$ cat src/rtl/alias_dec_pkg.sv
package alias_dec_pkg;

    typedef enum logic [2:0] {
        ST_IDLE   = 3'd0,
        ST_RAM_RD = 3'd1,
        ST_RAM_WR = 3'd2,
        ST_ROM_RD = 3'd3,
        ST_ROM_WR = 3'd4
    } acc_state_e;

endpackage

$ cat src/rtl/alias_dec_fsm.sv
module alias_dec_fsm
    import alias_dec_pkg::*;
#(
    parameter int ADDR_W = 32,
    parameter int LOC_W  = 20
) (
    input  logic              clk,
    input  logic              rst_n,
    input  logic              req_i,
    input  logic              we_i,
    input  logic [ADDR_W-1:0] addr_i,
    output acc_state_e        state_o,
    output logic [LOC_W-1:0]  loc_o
);

    localparam int DEC_BIT = ADDR_W - 1;

    acc_state_e state_q, state_d;
    logic [LOC_W-1:0] loc_q;

    // middle bits are deliberately not decoded
    logic unused_mid;
    assign unused_mid = ^addr_i[DEC_BIT-1:LOC_W];

    always_comb begin
        state_d = ST_IDLE;
        if (req_i) begin
            unique case ({addr_i[DEC_BIT], we_i})
                2'b00:   state_d = ST_RAM_RD;
                2'b01:   state_d = ST_RAM_WR;
                2'b10:   state_d = ST_ROM_RD;
                2'b11:   state_d = ST_ROM_WR;
                default: state_d = ST_IDLE;
            endcase
        end
    end

    always_ff @(posedge clk) begin
        if (!rst_n) begin
            state_q <= ST_IDLE;
            loc_q   <= '0;
        end else begin
            state_q <= state_d;
            if (req_i) begin
                loc_q <= addr_i[LOC_W-1:0];
            end
        end
    end

    assign state_o = state_q;
    assign loc_o   = loc_q;

endmodule

$ cat src/rtl/alias_dec_out.sv
module alias_dec_out
    import alias_dec_pkg::*;
#(
    parameter int RAM_AW = 20,
    parameter int ROM_AW = 16,
    parameter int LOC_W  = 20
) (
    input  acc_state_e        state_i,
    input  logic [LOC_W-1:0]  loc_i,
    output logic              ram_sel_o,
    output logic              ram_we_o,
    output logic [RAM_AW-1:0] ram_addr_o,
    output logic              rom_sel_o,
    output logic [ROM_AW-1:0] rom_addr_o,
    output logic              rom_wr_ignored_o
);

    always_comb begin
        ram_sel_o        = 1'b0;
        ram_we_o         = 1'b0;
        rom_sel_o        = 1'b0;
        rom_wr_ignored_o = 1'b0;
        unique case (state_i)
            ST_IDLE: ;
            ST_RAM_RD: ram_sel_o = 1'b1;
            ST_RAM_WR: begin
                ram_sel_o = 1'b1;
                ram_we_o  = 1'b1;
            end
            ST_ROM_RD: rom_sel_o = 1'b1;
            ST_ROM_WR: begin
                rom_sel_o        = 1'b1;
                rom_wr_ignored_o = 1'b1;
            end
            default: ;
        endcase
    end

    assign ram_addr_o = loc_i[RAM_AW-1:0];
    assign rom_addr_o = loc_i[ROM_AW-1:0];

endmodule

$ cat src/rtl/alias_decoder.sv
module alias_decoder
    import alias_dec_pkg::*;
#(
    parameter int ADDR_W = 32,
    parameter int RAM_AW = 20,
    parameter int ROM_AW = 16
) (
    input  logic              clk,
    input  logic              rst_n,
    input  logic              req_i,
    input  logic              we_i,
    input  logic [ADDR_W-1:0] addr_i,
    output logic              ram_sel_o,
    output logic              ram_we_o,
    output logic [RAM_AW-1:0] ram_addr_o,
    output logic              rom_sel_o,
    output logic [ROM_AW-1:0] rom_addr_o,
    output logic              rom_wr_ignored_o
);

    localparam int LOC_W = (RAM_AW > ROM_AW) ? RAM_AW : ROM_AW;

    acc_state_e       state;
    logic [LOC_W-1:0] loc;

    alias_dec_fsm #(
        .ADDR_W(ADDR_W),
        .LOC_W (LOC_W)
    ) u_fsm (
        .clk    (clk),
        .rst_n  (rst_n),
        .req_i  (req_i),
        .we_i   (we_i),
        .addr_i (addr_i),
        .state_o(state),
        .loc_o  (loc)
    );

    alias_dec_out #(
        .RAM_AW(RAM_AW),
        .ROM_AW(ROM_AW),
        .LOC_W (LOC_W)
    ) u_out (
        .state_i         (state),
        .loc_i           (loc),
        .ram_sel_o       (ram_sel_o),
        .ram_we_o        (ram_we_o),
        .ram_addr_o      (ram_addr_o),
        .rom_sel_o       (rom_sel_o),
        .rom_addr_o      (rom_addr_o),
        .rom_wr_ignored_o(rom_wr_ignored_o)
    );

endmodule

$ cat config.mk
export PLATFORM = sky130hd
export DESIGN_NAME = alias_decoder
export DESIGN_NICKNAME = d
export VERILOG_FILES = /design/src/rtl/alias_dec_pkg.sv /design/src/rtl/alias_dec_fsm.sv /design/src/rtl/alias_dec_out.sv /design/src/rtl/alias_decoder.sv
export SDC_FILE = /design/constraint.sdc
export NUM_CORES = 1
export LEC_CHECK = 0
export CORE_AREA = 2 2 70 59
export DETAILED_ROUTE_END_ITERATION = 16
export DIE_AREA = 0 0 72 61
export HOLD_SLACK_MARGIN = 0.06
export PLACE_DENSITY = 0.69
export SLEW_MARGIN = 25
export SYNTH_ARGS = -nofsm -noshare
export SYNTH_HDL_FRONTEND = slang
export SYNTH_SLANG_ARGS = --single-unit
$ cat constraint.sdc
create_clock -name clk -period 1.2 [get_ports clk]
set_input_delay 0.36 -clock clk [delete_from_list [all_inputs] [get_ports clk]]
set_output_delay 0.36 -clock clk [all_outputs]
set_load 0.02 [all_outputs]
==> summary.txt <==
Status: finished with violations
Failing checks: setup timing
Logic pwr share: 24.1%
Die Width: 72 µm
Slew Limit Fails: 0
Die area: 4390 µm²
Reg clk slew, reported paths: 0.08 ns
Largest net degree at the start of global routing: 24
FF-to-FF path depth: 3
Seq/Total Area, Yosys: 43.0%
Worst-Skew Late Latency: 0.26 ns
Ranking of synthesized cells by area: dfxtp_1, mux2i_1, nor2b_1, buf_4, buf_12
Top cell type's share of synthesized area: 43.0%
Critical-path top delay cell: dfxtp_2
DR WL/cell: 12.6 µm
Number of global-route vias before repair: 777
Critical Path Sink Type: output pin
TritonCTS clock tree: built
Post-Syn Instances: 98
Max Clk Rate: 0.700 GHz
Switching pwr: 466 µW
Drt first pass iters: 2
Via-to-Cell Ratio: 4.20
Via count: 815
Worst Clk Skew: 0 ns
Reg2reg end: u_fsm.loc_o[1]
Clock sink count: 23
Crit Path Max Fanout: 4
Slew Limit Headroom: 90.1%
First-pass GRT wire length: 3610 µm
Critical path buffer and inverter count: 1
Worst slew pin tran: 0.144 ns
CTS Hold Bufs: 0
P&R area growth vs syn: 47.2%
I/O Pins: 76
Drt initial violations: 8
Core area: 3680 µm²
CP Class: reg2out
Syn. warnings: 0
Hold Path Stages: 2
Layout cell share with drive strength beyond 1: 37.3%
Synth cell types: 16
Post-route setup slack: -0.228 ns
LEAKAGE: 0.803 nW
Commonest non-fill, non-tap cells in the layout: buf_2, clkdlybuf4s50_1, mux2i_1, nor2b_1, dfxtp_1
Grt total ovfl: 0
Crit path launch type: register
Detailed placer's ending HPWL: 1800 µm
Delay-heaviest family, CP: flip-flops
Met3 WL: 138 µm
Clock power share: 27.2%
Final wirelength: 2440 µm
Final setup viols: 4
Synth Register Bits: 23
Syn avg cell area: 10.9 µm²
Max rail drop VDD: 0.000727 V
Net Sw Frac: 27.0%
Std-Cell Rows: 20
Syn_nets: 137
HP Class: reg2reg
Int Power: 1.26 mW
Post-synthesis instance area: 1070 µm²
Initial Util: 29.1%
H-tree Lvls: 1
Fin util: 42.9%
RSZ-0062 raised after global routing: yes
Worst Hold Launch: u_fsm.loc_o[17]
Critical path required time: 0.84 ns
Minimum clock period: 1.43 ns
Residual antenna-violating net count after detailed routing: 0
Hold path endpoint: u_fsm.loc_o[17]
Critical R2R Launch: u_fsm.loc_o[1]
GRT Total Usage: 10.8%
Final #Nets: 190
Pwr dens: 1100 nW/µm²
Setup slack, reg-to-reg: 0.48 ns
PortBufs: 64
Final hold violations: 0
CTS Buf Count: 3
Commonest non-fill, non-tap cell in the layout: buf_2
DRT met1 WL: 949 µm
DRC viols: 0
Die Height: 61 µm
Cell taking the most area after synthesis: dfxtp_1
Sequential fraction of design power: 48.6%
WP data arrival: 1.07 ns
Tcrit/Tclk final: 119%
WL met2: 1330 µm
Placer Congestion: 0.554
MaxCap Viol Count: 0
# diodes: 0
DR top layer: met4
Initial antenna violation count: 0
Maximum clock path buffer count: 2
Power Total: 1.73 mW
Worst-path cell chain: nor3b_4, o21bai_1, buf_4
CP max stage delay: 0.35 ns
Worst Hold Slack: 0.524 ns
CTS Root Cell: clkbuf_8
-- metrics by stage --
stage / worst slack, ns / setup TNS, ns / instance area (µm²) / cells
after floorplan: -0.103 / -0.103 / 1090 / 98
after global placement: -0.438 / -10.34 / 1660 / 189
after detailed placement: -0.456 / -11.30 / 1660 / 189
after CTS: -0.242 / -0.705 / 1550 / 194
after global routing: -0.283 / -0.911 / 1580 / 194
final: -0.228 / -0.640 / 1580 / 194
-- how the worst max path moves through the flow --
stage	from	end	slack, ns	cells past startpoint
after global routing	u_fsm.state_o[0]	rom_sel_o	-0.28	3
after global placement	u_fsm.state_o[0]	rom_sel_o	-0.44	3
after floorplan	u_fsm.state_o[2]	rom_sel_o	-0.10	2
after CTS	u_fsm.state_o[1]	rom_sel_o	-0.24	3
after detailed placement	u_fsm.state_o[0]	rom_sel_o	-0.46	3
final	u_fsm.state_o[1]	rom_sel_o	-0.23	3
-- tightest hold or removal path: cells and delay by family, from the launching register on --
family,cells,cell delay [ns]
DFF,1,0.34
muxes,1,0.07
and+or+nand+nor,1,0.09
-- what timing repair did --
item / in CTS / in global routing
gates resized for setup: 168 / 14
gates cloned: 1 / 0
setup endpoints to repair: 43 / 14
buffers inserted: 0 / 0
pin swaps: 1 / 0
endpoints found under the hold margin: 0 / 0
-- power by group through the flow --
stage	logic [mW]	clock network, mW	registers (mW)
6_report	0.417	0.471	0.840
5_1_grt	0.446	0.530	0.847
4_1_cts	0.412	0.495	0.839
3_5_place_dp	0.470	0	0.859
3_3_place_gp	0.461	0	0.855
2_1_floorplan	0.212	0	0.903
-- flip-flops by register name (all words and copies together), names as in the netlist --
| signal | count |
|---|---|
| u_fsm.loc_o | 20 |
| u_fsm.state_o | 3 |
-- cell type report --
type	count	area, µm²
fillers	365	2100
repair buffers	69	558
flip-flops and latches	23	470
multi-input cells	52	440
well taps	44	55.1
clock buffers	4	45.0
inverters	2	7.51
-- cell families (layout without fill, tap and decap cells) --
kind of cell | Yosys count | in the layout | share of synthesized area (%)
compound gates | 2 | 2 | 1.64
xor+xnor | 1 | 1 | 0.818
fa+ha+maj | 3 | 3 | 3.51
buf+inv | 23 | 75 | 17.4
flops | 23 | 23 | 43.0
mux | 20 | 20 | 18.7
simple gates | 26 | 26 | 15.0
-- synth_stat cells --
master,instances
mux2i_1,20
and3_1,2
buf_4,16
nand2_1,1
nor2_1,1
nor2b_1,20
o211a_1,1
o21bai_1,1
ha_1,3
inv_1,2
dfxtp_1,23
buf_12,2
xnor2_1,1
buf_6,1
clkbuf_1,2
nor3b_1,2
-- per-layer routing --
layer | track usage (%) | vias up
li1 | - | 407
met1 | 11.7 | 381
met2 | 20.6 | 25
met3 | 3.49 | 2
met4 | 2.43 | 0
met5 | 0 | -
Power figures use the tool's default switching activity.
